--- config.mk ---
export PLATFORM = sky130hd
export DESIGN_NAME = dma_lvl_seq
export DESIGN_NICKNAME = d
export VERILOG_FILES = /design/src/rtl/dls_pkg.sv /design/src/rtl/dls_req_latch.sv /design/src/rtl/dls_down_cnt.sv /design/src/rtl/dls_addr_gen.sv /design/src/rtl/dma_lvl_seq.sv
export SDC_FILE = /design/constraint.sdc
export NUM_CORES = 1
export LEC_CHECK = 0
export ABC_AREA = 0
export ABC_CLOCK_PERIOD_IN_PS = 4610
export BUFFER_PORTS_ARGS = -buffer_cell sky130_fd_sc_hd__buf_2
export CELL_PAD_IN_SITES_DETAIL_PLACEMENT = 0
export CELL_PAD_IN_SITES_GLOBAL_PLACEMENT = 1
export CORE_AREA = 2 2 90 92
export CTS_BUF_LIST = sky130_fd_sc_hd__clkbuf_16
export CTS_CLUSTER_DIAMETER = 30
export CTS_CLUSTER_SIZE = 8
export DETAILED_ROUTE_END_ITERATION = 12
export DIE_AREA = 0 0 92 94
export GPL_ROUTABILITY_DRIVEN = 0
export HOLD_SLACK_MARGIN = 0.02
export PLACE_DENSITY = 0.81
export SYNTH_ARGS = -nofsm -noshare
export SYNTH_HDL_FRONTEND = slang
export SYNTH_SLANG_ARGS = --single-unit
--- constraint.sdc ---
create_clock -name clk -period 4.61 [get_ports clk]
set_clock_uncertainty 0.1 [all_clocks]
set_input_delay 0.461 -clock clk [delete_from_list [all_inputs] [get_ports clk]]
set_output_delay 0.461 -clock clk [all_outputs]
set_load 0.01 [all_outputs]
--- src/rtl/dls_pkg.sv ---
package dls_pkg;

   typedef enum logic [2:0] {
      ST_IDLE  = 3'd0,
      ST_ACT   = 3'd1,
      ST_READ  = 3'd2,
      ST_WRITE = 3'd3,
      ST_DEAD  = 3'd4
   } seq_state_t;

   localparam logic [1:0] CYC_IDLE  = 2'd0;
   localparam logic [1:0] CYC_READ  = 2'd1;
   localparam logic [1:0] CYC_WRITE = 2'd2;
   localparam logic [1:0] CYC_DEAD  = 2'd3;

   function automatic logic [1:0] cyc_code(input seq_state_t st);
      case (st)
         ST_READ:  cyc_code = CYC_READ;
         ST_WRITE: cyc_code = CYC_WRITE;
         ST_DEAD:  cyc_code = CYC_DEAD;
         default:  cyc_code = CYC_IDLE;
      endcase
   endfunction

endpackage

--- src/rtl/dls_req_latch.sv ---
module dls_req_latch (
   input  logic clk,
   input  logic rst_n,
   input  logic open_i,
   input  logic req_n_i,
   input  logic clear_i,
   output logic held_o
);

   always_ff @(posedge clk or negedge rst_n) begin
      if (!rst_n)
         held_o <= 1'b0;
      else if (clear_i)
         held_o <= 1'b0;
      else if (open_i && !req_n_i)
         held_o <= 1'b1;
   end

   // a pending request only ever comes from an accepted low sample
   assert_latch_source_R2: assert property (@(posedge clk) disable iff (!rst_n)
      $rose(held_o) |-> $past(open_i && !req_n_i));

   // the pending request survives until a clear is applied
   assert_latch_keep_R2: assert property (@(posedge clk) disable iff (!rst_n)
      (held_o && !clear_i) |=> held_o);

endmodule

--- src/rtl/dls_down_cnt.sv ---
module dls_down_cnt #(
   parameter int W = 8
) (
   input  logic         clk,
   input  logic         rst_n,
   input  logic         load_i,
   input  logic [W-1:0] load_val_i,
   input  logic         dec_i,
   output logic [W-1:0] cnt_o
);

   localparam logic [W-1:0] ONE = W'(1);

   initial begin
      assert (W >= 1) else $error("dls_down_cnt: W must be at least 1");
   end

   always_ff @(posedge clk or negedge rst_n) begin
      if (!rst_n)
         cnt_o <= '0;
      else if (load_i)
         cnt_o <= load_val_i;
      else if (dec_i)
         cnt_o <= cnt_o - ONE;
   end

   // counters never wrap below zero
   assert_no_underflow_R7: assert property (@(posedge clk) disable iff (!rst_n)
      (dec_i && !load_i) |-> (cnt_o != '0));

endmodule

--- src/rtl/dls_addr_gen.sv ---
module dls_addr_gen #(
   parameter int ADDR_W = 16,
   parameter int STEP   = 2,
   parameter int NCH    = 2
) (
   input  logic                         clk,
   input  logic                         rst_n,
   input  logic                         load_i,
   input  logic [NCH-1:0][ADDR_W-1:0]   base_i,
   input  logic [NCH-1:0]               inc_i,
   output logic [NCH-1:0][ADDR_W-1:0]   addr_o
);

   localparam logic [ADDR_W-1:0] STEP_V = ADDR_W'(STEP);

   initial begin
      assert (STEP >= 1) else $error("dls_addr_gen: STEP must be positive");
      assert (NCH >= 1) else $error("dls_addr_gen: NCH must be positive");
   end

   for (genvar c = 0; c < NCH; c++) begin : g_ch
      always_ff @(posedge clk or negedge rst_n) begin
         if (!rst_n)
            addr_o[c] <= '0;
         else if (load_i)
            addr_o[c] <= base_i[c];
         else if (inc_i[c])
            addr_o[c] <= addr_o[c] + STEP_V;
      end

      // an address moves only on its own cycle completion or a reload
      assert_addr_hold_R8: assert property (@(posedge clk) disable iff (!rst_n)
         (!load_i && !inc_i[c]) |=> $stable(addr_o[c]));
   end

endmodule

--- src/rtl/dma_lvl_seq.sv ---
module dma_lvl_seq
   import dls_pkg::*;
#(
   parameter int ADDR_W       = 16,
   parameter int SIZE_W       = 8,
   parameter int CNT_W        = 8,
   parameter int ADDR_STEP    = 2,
   parameter bit WBUF_SUPPORT = 1'b1
) (
   input  logic              clk,
   input  logic              rst_n,
   input  logic              req_n,
   input  logic              en_wr,
   input  logic              en_val,
   input  logic [ADDR_W-1:0] src_base,
   input  logic [ADDR_W-1:0] dst_base,
   input  logic [SIZE_W-1:0] blk_size,
   input  logic [CNT_W-1:0]  blk_count,
   input  logic              wbuf_en,
   input  logic              bus_gnt,
   output logic              bus_req,
   output logic              rd_stb,
   output logic              wr_stb,
   output logic [ADDR_W-1:0] src_addr,
   output logic [ADDR_W-1:0] dst_addr,
   output logic [1:0]        cyc_state,
   output logic              done
);

   localparam logic [SIZE_W-1:0] SIZE_ONE = SIZE_W'(1);
   localparam logic [CNT_W-1:0]  CNT_ONE  = CNT_W'(1);

   initial begin
      assert (ADDR_W >= 2) else $error("dma_lvl_seq: ADDR_W too small");
      assert (SIZE_W >= 1) else $error("dma_lvl_seq: SIZE_W too small");
      assert (CNT_W >= 1) else $error("dma_lvl_seq: CNT_W too small");
      assert (ADDR_STEP >= 1) else $error("dma_lvl_seq: ADDR_STEP must be positive");
   end

   seq_state_t        state_q, state_d;
   logic              enabled_q;
   logic              held;
   logic              keep_bus;
   logic              arm, abort;
   logic              act_go, rd_done, wr_done, dead_end;
   logic              open_acc;
   logic              last_pair;
   logic [SIZE_W-1:0] pair_cnt;
   logic [SIZE_W-1:0] pair_load;
   logic [CNT_W-1:0]  blk_left;

   assign arm   = en_wr &&  en_val;
   assign abort = en_wr && !en_val;

   always_ff @(posedge clk or negedge rst_n) begin
      if (!rst_n)
         enabled_q <= 1'b0;
      else if (en_wr)
         enabled_q <= en_val;
   end

   assign done     = enabled_q && (blk_left == '0);
   assign open_acc = enabled_q && (state_q == ST_IDLE) && !done && !en_wr;

   dls_req_latch u_latch (
      .clk     (clk),
      .rst_n   (rst_n),
      .open_i  (open_acc),
      .req_n_i (req_n),
      .clear_i (act_go || en_wr),
      .held_o  (held)
   );

   assign act_go    = (state_q == ST_IDLE) && held && bus_gnt && enabled_q && !en_wr;
   assign rd_done   = (state_q == ST_READ)  && bus_gnt;
   assign wr_done   = (state_q == ST_WRITE) && bus_gnt;
   assign dead_end  = (state_q == ST_DEAD);
   assign last_pair = (pair_cnt <= SIZE_ONE);
   assign pair_load = (blk_size == '0) ? SIZE_ONE : blk_size;

   always_comb begin
      state_d = state_q;
      if (en_wr) begin
         state_d = ST_IDLE;
      end else begin
         case (state_q)
            ST_IDLE:  if (act_go) state_d = ST_ACT;
            ST_ACT:   state_d = ST_READ;
            ST_READ:  if (bus_gnt) state_d = ST_WRITE;
            ST_WRITE: if (bus_gnt) state_d = last_pair ? ST_DEAD : ST_READ;
            ST_DEAD:  state_d = ST_IDLE;
            default:  state_d = ST_IDLE;
         endcase
      end
   end

   always_ff @(posedge clk or negedge rst_n) begin
      if (!rst_n)
         state_q <= ST_IDLE;
      else
         state_q <= state_d;
   end

   dls_down_cnt #(.W(SIZE_W)) u_pair_cnt (
      .clk        (clk),
      .rst_n      (rst_n),
      .load_i     (act_go),
      .load_val_i (pair_load),
      .dec_i      (wr_done && !en_wr),
      .cnt_o      (pair_cnt)
   );

   dls_down_cnt #(.W(CNT_W)) u_blk_cnt (
      .clk        (clk),
      .rst_n      (rst_n),
      .load_i     (arm),
      .load_val_i (blk_count),
      .dec_i      (dead_end && !en_wr),
      .cnt_o      (blk_left)
   );

   if (WBUF_SUPPORT) begin : g_wbuf
      always_ff @(posedge clk or negedge rst_n) begin
         if (!rst_n)
            keep_bus <= 1'b0;
         else if (en_wr || act_go)
            keep_bus <= 1'b0;
         else if (dead_end && wbuf_en && (blk_left > CNT_ONE))
            keep_bus <= 1'b1;
      end
   end else begin : g_no_wbuf
      assign keep_bus = 1'b0;
   end

   logic [1:0][ADDR_W-1:0] bases, addrs;
   assign bases[0] = src_base;
   assign bases[1] = dst_base;

   dls_addr_gen #(.ADDR_W(ADDR_W), .STEP(ADDR_STEP), .NCH(2)) u_addr (
      .clk    (clk),
      .rst_n  (rst_n),
      .load_i (arm),
      .base_i (bases),
      .inc_i  ({wr_done, rd_done}),
      .addr_o (addrs)
   );

   assign src_addr  = addrs[0];
   assign dst_addr  = addrs[1];
   assign rd_stb    = rd_done;
   assign wr_stb    = wr_done;
   assign bus_req   = held || keep_bus || (state_q != ST_IDLE);
   assign cyc_state = cyc_code(state_q);

   // activation follows a pending request seen together with a grant
   assert_act_needs_grant_R3: assert property (@(posedge clk) disable iff (!rst_n)
      (state_q == ST_ACT) |-> ($past(held) && $past(bus_gnt)));

   // a read is entered only from activation or a completed write
   assert_read_entry_R4: assert property (@(posedge clk) disable iff (!rst_n)
      (state_q == ST_READ && $past(state_q) != ST_READ)
         |-> ($past(state_q) == ST_ACT || $past(state_q) == ST_WRITE));

   // the dead cycle lasts exactly one clock
   assert_dead_single_R5: assert property (@(posedge clk) disable iff (!rst_n)
      (state_q == ST_DEAD) |=> (state_q == ST_IDLE));

   // no request is pending while the sequencer is busy
   assert_closed_window_R6: assert property (@(posedge clk) disable iff (!rst_n)
      (state_q != ST_IDLE) |-> !held);

   // a finished channel starts no bus cycle
   assert_done_quiet_R7: assert property (@(posedge clk) disable iff (!rst_n)
      done |-> (!rd_stb && !wr_stb && state_q == ST_IDLE));

   // a cycle without grant stays where it is
   assert_stall_hold_R9: assert property (@(posedge clk) disable iff (!rst_n)
      (state_q == ST_READ && !bus_gnt && !en_wr) |=> (state_q == ST_READ));

   // a disabling write leaves the channel idle and quiet
   assert_abort_idle_R11: assert property (@(posedge clk) disable iff (!rst_n)
      $past(abort) |-> (state_q == ST_IDLE && !held && !bus_req));

endmodule

After elaboration in Yosys (flattened, before gate mapping)
Index checks and enable logic that the tools add are counted.

Register bits: 54. Input bits: 55. Output and inout port bits: 38. Word-level logic and storage cells: 74.

Add/sub/neg operators: 4. $lt $le $gt $ge: 2. Eq/ne operators: 7. Muxes and demuxes: 20. Reduce and logical (&&, ||, !) cells: 33.

Operators with widths (count): $mux W16 (4); $mux W8 (5); $add A16 B2 Y16 const B (2); $logic_and A1 B1 Y1 (16); $logic_not A8 Y1 (2); $sub A8 B1 Y8 const B (2); $mux W3 (5); $pmux W3 S4 (1); $reduce_bool A2 Y1 (6); $ne A3 B3 Y1 const B (3); $gt A8 B1 Y1 const B (1); $le A8 B1 Y1 const B (1); $eq A3 B2 Y1 const B (2); $pmux W2 S3 (1); $mux W1 (4); $eq A3 B1 Y1 const B (1); $eq A3 B3 Y1 const B (1); $logic_not A1 Y1 (3); $logic_not A3 Y1 (1); $logic_or A1 B1 Y1 (3); $reduce_and A3 Y1 (1); $reduce_bool A3 Y1 (1).

Logic depth before layout (Yosys ltp)
Gate-level depths: netlist of run 1.

Depth after elaboration: 8. Mapped depth: 6. Mapped depth without buffers: 5.

By module
From an unflattened synthesis of run 1, not the netlist that was laid out.

Cells, all modules: 340. Area, all modules: 3140.5 µm².

By module, submodules not included: dls_addr_gen (times used 1, cells each 178, area each 1754.2 µm², seq. area each 800.8 µm²); dls_down_cnt (times used 2, cells each 53, area each 466.7 µm², seq. area each 200.2 µm²); dma_lvl_seq (times used 1, cells each 52, area each 409.1 µm², seq. area each 125.1 µm²); dls_req_latch (times used 1, cells each 4, area each 43.8 µm², seq. area each 25.0 µm²).

Least setup slack after synthesis of run 1
OpenSTA, ideal clock, no wires.

Kind: register to register. Start: register u_addr.addr_o[17] (netlist bit). End: register u_addr.addr_o[31] (netlist bit). Library setup time: 0.082 ns. Arrival: 1.726 ns. Required time: 4.428 ns. Path slack: 2.702 ns. Stages on the path, launching flop included: 6. Buffers on the path: 0. Period minus slack after synthesis: 1.908 ns. Cell sequence: dfrtp_1 ha_1 inv_1 or4_4 or3_1 a31oi_1.

Longest elaborated chain between the ends: 3.

RTL lines: from (decl) (RTL line dls_addr_gen.sv:11) `output logic [NCH-1:0][ADDR_W-1:0] addr_o`; from (signal, indexed assignment) (RTL line dls_addr_gen.sv:26) `addr_o[c] <= base_i[c];`; from (signal, indexed assignment) (RTL line dls_addr_gen.sv:28) `addr_o[c] <= addr_o[c] + STEP_V;`; $add A16 B2 Y16 (RTL line dls_addr_gen.sv:28); $mux W16 (RTL line dls_addr_gen.sv:27) `else if (inc_i[c])`; $mux W16 (RTL line dls_addr_gen.sv:25) `else if (load_i)`.

No other way between the ends. The select of a mux whose other input is x is not followed. A chain may end at the register's enable or synchronous reset.

Final worst setup path of run 1
Start: register state_q[0]. End: register u_addr.addr_o[31] (netlist bit).

Longest elaborated chain between the ends: 3.

RTL lines: from (decl) (RTL line dma_lvl_seq.sv:40) `seq_state_t state_q, state_d;`; from (signal assigned) (RTL line dma_lvl_seq.sv:101) `state_q <= state_d;`; $eq A3 B2 Y1 (RTL line dma_lvl_seq.sv:76) `assign wr_done = (state_q == ST_WRITE) && bus_gnt;`; $logic_and A1 B1 Y1 (RTL line dma_lvl_seq.sv:76); $reduce_bool A2 Y1 (no source line).

No other way between the ends.

==> results of run 1 <==
==> cells in the mapped netlist (4+ instances only) <==
| cell | number |
|---|---|
| dfrtp_1 | 54 |
| buf_2 | 4 |
| nand4_1 | 10 |
| o21ai_0 | 36 |
| a21oi_1 | 6 |
| mux2i_1 | 4 |
| ha_1 | 7 |
| clkbuf_1 | 11 |
| nor2_1 | 21 |
| nand4b_1 | 5 |
| o31ai_1 | 5 |
| inv_1 | 9 |
| and3_1 | 5 |
| nand2_1 | 57 |
| or4_1 | 9 |
| nand3_1 | 12 |
| xor2_1 | 17 |
| a31oi_1 | 10 |
| nor4_1 | 10 |
| xnor2_1 | 11 |
| nor3_1 | 7 |
==> cells in the final DEF (no fill, tap or decap), types with 3 or more instances in the layout <==
cell / instances
buf_2: 92
nand2_1: 57
dfrtp_1: 54
o21ai_0: 36
nor2_1: 21
xor2_1: 17
nand3_1: 12
xnor2_1: 11
inv_1: 10
nor4_1: 10
a31oi_1: 10
nand4_1: 10
or4_1: 9
nor3_1: 7
ha_1: 7
a21oi_1: 6
nand4b_1: 5
and3_1: 5
o31ai_1: 5
clkbuf_16: 5
mux2i_1: 4
nor3b_1: 3
or3_1: 3
nand3b_1: 3
==> power breakdown <==
group / internal, mW / switching (mW)
clock: 0.197 / 0.165
combinational: 0.128 / 0.146
sequential: 0.542 / 0.0850
total: 0.866 / 0.397
==> layout make-up <==
cell class                 instances  share of cell area, %
inverter                          10                  0.997
multi-input combinational        268                   43.7
sequential                        54                   35.9
clock buffer                       5                   3.32
tap                              102                   3.39
timing repair buffer              93                   12.4
clock inverter                     2                  0.299
==> sequential cells by signal, indices dropped and copies added, names as in the netlist <==
signal,flops
enabled_q,1
u_pair_cnt.cnt_o,8
keep_bus,1
u_blk_cnt.cnt_o,8
state_q,3
u_latch.held_o,1
u_addr.addr_o,32
==> worst reg2reg max path, delay by kind of cell (launching register included) <==
family,cells,cell delay (ns)
DFF,1,0.57
AOI/OAI and AO/OA,1,0.16
and+or+nand+nor,3,1.64
==> cells by family after synthesis <==
| kind of cell | count (synthesis) | synth area share, % |
|---|---|---|
| xor gates and xnor gates | 28 | 7.93 |
| adders and majority gates | 7 | 2.83 |
| buffers and inverters | 25 | 3.20 |
| and+or+nand+nor | 158 | 27.2 |
| muxes | 4 | 1.30 |
| AOI/OAI and AO/OA | 71 | 13.9 |
| DFF | 54 | 43.7 |
==> layer usage <==
metal / GRT usage, % / up-vias / wire length (um)
met5: 0 / - / 0
met2: 30.1 / 62 / 3750
li1: - / 1418 / -
met3: 3.13 / 4 / 262
met4: 3.73 / 0 / 40
met1: 24.5 / 1313 / 3560
==> worst min path at each step <==
| stage | to | cells after the start |
|---|---|---|
| 2_1_floorplan | enabled_q$_DFFE_PN0P_ | 0 |
| 3_3_place_gp | u_addr.addr_o[0]$_DFFE_PN0P_ | 2 |
| 3_5_place_dp | u_addr.addr_o[0]$_DFFE_PN0P_ | 2 |
| 4_1_cts | u_addr.addr_o[17]$_DFFE_PN0P_ | 2 |
| 5_1_grt | u_addr.addr_o[20]$_DFFE_PN0P_ | 2 |
| 6_report | u_addr.addr_o[25]$_DFFE_PN0P_ | 2 |
==> qor.csv, run 1 <==
metric,value,unit
status,"complete, no violations",
holdCritPathClass,input pin to async pin,
hpwl,5550,um
start_kind,register,
holdWs,0.204,ns
setup.worst_path.start,state_q[0]$_DFFE_PN0P_,
grt_first_pass_wirelength,12600,um
fin_setup_tns,0,ns
grt_max_degree,59,
io_buffer_count,92,
clk_latency,0.28,ns
period_share,55.4,%
die_y,94,um
start_util,40.6,%
synth_area_leaders,"dfrtp_1, nand2_1, o21ai_0, xor2_1, xnor2_1",
multi_input_area,1640,um^2
crit_required,4.71,ns
rsz0062_at_grt,false,
vias,2797,
cp_num_cells,4,
placed_cell_area,3630,um^2
ant_nets,0,
first_pass_iters,5,
r2r-end,u_addr.addr_o[31]$_DFFE_PN0P_,
finalSetupViolations,0,
maxSlewViolCount,0,
maxSlewHeadroom,39.1,%
async_reset_ff_share,100,%
yosys_warnings,0,
boundaryPins,93,
cts_buffer_depth,2,
finalCriticalPeriod,2.55,ns
worstMarginPinSlew,0.914,ns
cts_tree,done,
cp_slowest_cell,or4_4,
postSynthAreaPerCell,8.91,um^2
synth_ff_type,dfrtp_1,
first_iter_violations,132,
dieArea,8650,um^2
layout.area.seq,1350,um^2
core_region_area,7610,um^2
rows,32,
rrSetupSlack,2.06,ns
routed_via_density,5.24,
drt-total-wl,7610,um
drive_above_1_share,24.1,%
path_cells,"nand4b_1, or4_4, or3_1, a31oi_1",
max_freq,392,MHz
nNetsFinal,494,
finalHoldViolCount,0,
maxCapViolCount,0,
reg2reg_depth,4,
fin_util,49.5,%
ys_seq_area_share,43.7,%
netlist.area_leader.share,43.7,%
ir_worst_vdd,0.160,mV
cts_setup_buffers,0,
synthesis.area,3090,um^2
arrival,2.66,ns
syn_inst,347,
yosys.area.top_type,dfrtp_1,
final_cells,534,
r2r_start,state_q[0]$_DFFE_PN0P_,
power_density,336,nW/um^2
drc_errors,0,
place_worst_setup_slack,2.05,ns
fp.dieW,92,um
synthDistinctLibCells,47,
setup.worst_path.class,register to register,
path_clk_slew,0.07,ns
grt_pass1_vias,2657,
end_kind,register,
synth_seq_cells,54,
track_usage,17.9,%
crit_path_max_incr_delay,0.73,ns
grt_overflow,0,
worst-path-buf-inv,0,
wl_per_cell,14.3,um
crit_fanout,13,
crit_end,u_addr.addr_o[31]$_DFFE_PN0P_,
n_antenna_cell,0,
synth_edf_count,0,
syn-num-nets,409,
cts_sinks,54,
area_growth,21.7,%
antenna_found_initial,0,
htreeDepth,2,
cts_buffers,5,
cts-root-buf,clkbuf_16,
setup_slack,2.06,ns
dp_cells,527,
leakagePower,1.62,nW
finalPower,1.26,mW
cp_top_family,simple AND/OR/NAND/NOR gates,
fillCellCount,764,
ctsHoldBuffers,0,
post_cts_resized,0,
final_area,3760,um^2
No activity file was read; power rests on OpenSTA's default activity.
==> run 2: changes to the inputs <==
ABC_CLOCK_PERIOD_IN_PS = 2600   (was 4610)
CORE_AREA = 2 2 94 96   (was 2 2 90 92)
DIE_AREA = 0 0 96 98   (was 0 0 92 94)
PLACE_DENSITY = 0.75   (was 0.81)
clock period = 2.6 ns   (was 4.61 ns; I/O delays follow)
==> qor.csv, run 2 (synthesis gave the netlist of run 1 again) <==
metric,value,unit,change
core_region_area,8470,um^2,was 7610 um^2
hpwl,6110,um,was 5550 um
placed_cell_area,3690,um^2,was 3630 um^2
switching_power,716,uW,was 397 uW
fin_util,45.4,%,was 49.5%
layout_commonest_cell,buf_2,,unchanged
cts_setup_buffers,0,,unchanged
largestRegisters,"u_addr.addr_o: 32 flops, u_blk_cnt.cnt_o: 8 flops, u_pair_cnt.cnt_o: 8 flops",,unchanged
grt_pass1_vias,2729,,was 2657
grt_overflow,0,,unchanged
drc_errors,0,,unchanged
antenna_found_initial,0,,unchanged
dieArea,9410,um^2,was 8650 um^2
wl_met3,316,um,was 262 um
top_layer,met4,,unchanged
ir_worst_vdd,0.278,mV,was 0.160 mV
ctsHoldBuffers,1,,was 0
first_iter_violations,103,,was 132
finalSetupViolations,0,,unchanged
rsz0062_at_grt,false,,unchanged
setup.worst_path.class,register to output pin,,was register to register
nNetsFinal,501,,was 494
drive_above_1_share,25.0,%,was 24.1%
routed_via_density,5.22,,was 5.24
status,"complete, no violations",,unchanged
wl_per_cell,14.6,um,was 14.3 um
crit_end,wr_stb,,was u_addr.addr_o[31]$_DFFE_PN0P_
holdCritPathClass,input pin to register,,was input pin to async pin
final_area,3840,um^2,was 3760 um^2
fp.dieW,96,um,was 92 um
power_density,588,nW/um^2,was 336 nW/um^2
largest_reg_flops,32,,unchanged
n_antenna_cell,0,,unchanged
drt-total-wl,8020,um,was 7610 um
dp_cells,539,,was 527
place_worst_setup_slack,0.453,ns,was 2.05 ns
worstMarginPinSlew,0.653,ns,was 0.914 ns
setup_slack,0.426,ns,was 2.06 ns
setup.worst_path.start,state_q[2]$_DFFE_PN0P_,,was state_q[0]$_DFFE_PN0P_
io_buffer_count,92,,unchanged
maxCapViolCount,0,,unchanged
final_cells,548,,was 534
layout.area.seq,1350,um^2,unchanged
finalPower,2.26,mW,was 1.26 mW
leakagePower,1.66,nW,was 1.62 nW
post_cts_resized,0,,unchanged
cts_tree,done,,unchanged
clkPwrFrac,28.8,%,was 28.7%
rows,34,,was 32
r2r_start,state_q[0]$_DFFE_PN0P_,,unchanged
fin_setup_tns,0,ns,unchanged
arrival,1.81,ns,was 2.66 ns
boundaryPins,93,,unchanged
grt_max_degree,33,,was 59
first_pass_iters,4,,was 5
clk_latency,0.29,ns,was 0.28 ns
drt-met1-wl,3670,um,was 3560 um
vias,2862,,was 2797
maxSlewHeadroom,56.4,%,was 39.1%
cts_buffer_depth,2,,unchanged
multi_input_area,1640,um^2,unchanged
swShare,31.7,%,was 31.4%
regMostFlops,u_addr.addr_o,,unchanged
p_int,1.54,mW,was 866 uW
pwr-share-seq,49.3,%,was 49.6%
start_util,36.5,%,was 40.6%
holdWs,0.0607,ns,was 0.204 ns
period_share,83.6,%,
rrSetupSlack,0.43,ns,was 2.06 ns
ant_nets,0,,unchanged
finalCriticalPeriod,2.17,ns,
final_cell_mix,"buf_2, nand2_1, dfrtp_1, o21ai_0, nor2_1",,unchanged
max_freq,460,MHz,
crit_fanout,13,,unchanged
grt_first_pass_wirelength,13300,um,was 12600 um
path_clk_slew,0.07,ns,about the same
finalHoldViolCount,0,,unchanged
cts-root-buf,clkbuf_16,,unchanged
maxSlewViolCount,0,,unchanged
crit_required,2.24,ns,was 4.71 ns
start_kind,register,,unchanged
cts_buffers,5,,unchanged
reg2reg_depth,4,,unchanged
fillCellCount,859,,was 764
met2_length,3930,um,was 3750 um
r2r-end,u_addr.addr_o[13]$_DFFE_PN0P_,,was u_addr.addr_o[31]$_DFFE_PN0P_
pwr-share-comb,21.9,%,was 21.7%
track_usage,17.8,%,was 17.9%
end_kind,output pin,,was register
cts_sinks,54,,unchanged
die_y,98,um,was 94 um
area_growth,24.2,%,was 21.7%
htreeDepth,2,,unchanged
run 2: cell count changes in the layout (fill, tap and decap cells not counted):
cell / previous run / this run
buf_4: 1 / 6
buf_12: 0 / 1
clkinv_1: 1 / 2
clkinv_2: 0 / 1
clkinvlp_4: 1 / 0
dlygate4sd3_1: 0 / 1
run 2: power by group through the flow:
| stage | Combinational, mW | Clock (mW) | Sequential (mW) |
|---|---|---|---|
| after floorplan | 0.274 | 0 | 1.12 |
| after global placement | 0.493 | 0 | 1.12 |
| after detailed placement | 0.502 | 0 | 1.13 |
| after CTS | 0.504 | 0.673 | 1.11 |
| after global routing | 0.563 | 0.705 | 1.14 |
| final | 0.495 | 0.650 | 1.11 |
run 2: per-layer routing:
metal,up-vias,global-route usage (%)
li1,1444,-
met4,0,5.60
met1,1350,24.4
met3,10,3.16
met5,-,0
met2,58,28.3
run 2: critical path, cell delays in order, from the launching register on:
cell and delay [ns]:
dfrtp_1 0.53, nand4b_1 0.25, buf_4 0.22, clkinv_1 0.27, buf_2 0.24
run 2: how the worst min path moves through the flow:
stage | start | to | slack, ns | cells after the start
6_report | dst_base[0] | u_addr.addr_o[16]$_DFFE_PN0P_ | 0.06 | 3
5_1_grt | dst_base[12] | u_addr.addr_o[28]$_DFFE_PN0P_ | 0.07 | 2
4_1_cts | dst_base[0] | u_addr.addr_o[16]$_DFFE_PN0P_ | 0.05 | 3
3_5_place_dp | rst_n | u_addr.addr_o[20]$_DFFE_PN0P_ | 0.23 | 1
3_3_place_gp | rst_n | u_addr.addr_o[19]$_DFFE_PN0P_ | 0.23 | 1
2_1_floorplan | rst_n | enabled_q$_DFFE_PN0P_ | -0.14 | 0
run 2: layout make-up:
type	count	share of cell area, %
sequential	54	35.2
clock inverter	3	0.326
clock buffer	5	3.26
tap	108	3.52
inverter	10	0.978
multi-input combinational	268	42.8
timing repair buffer	100	13.9
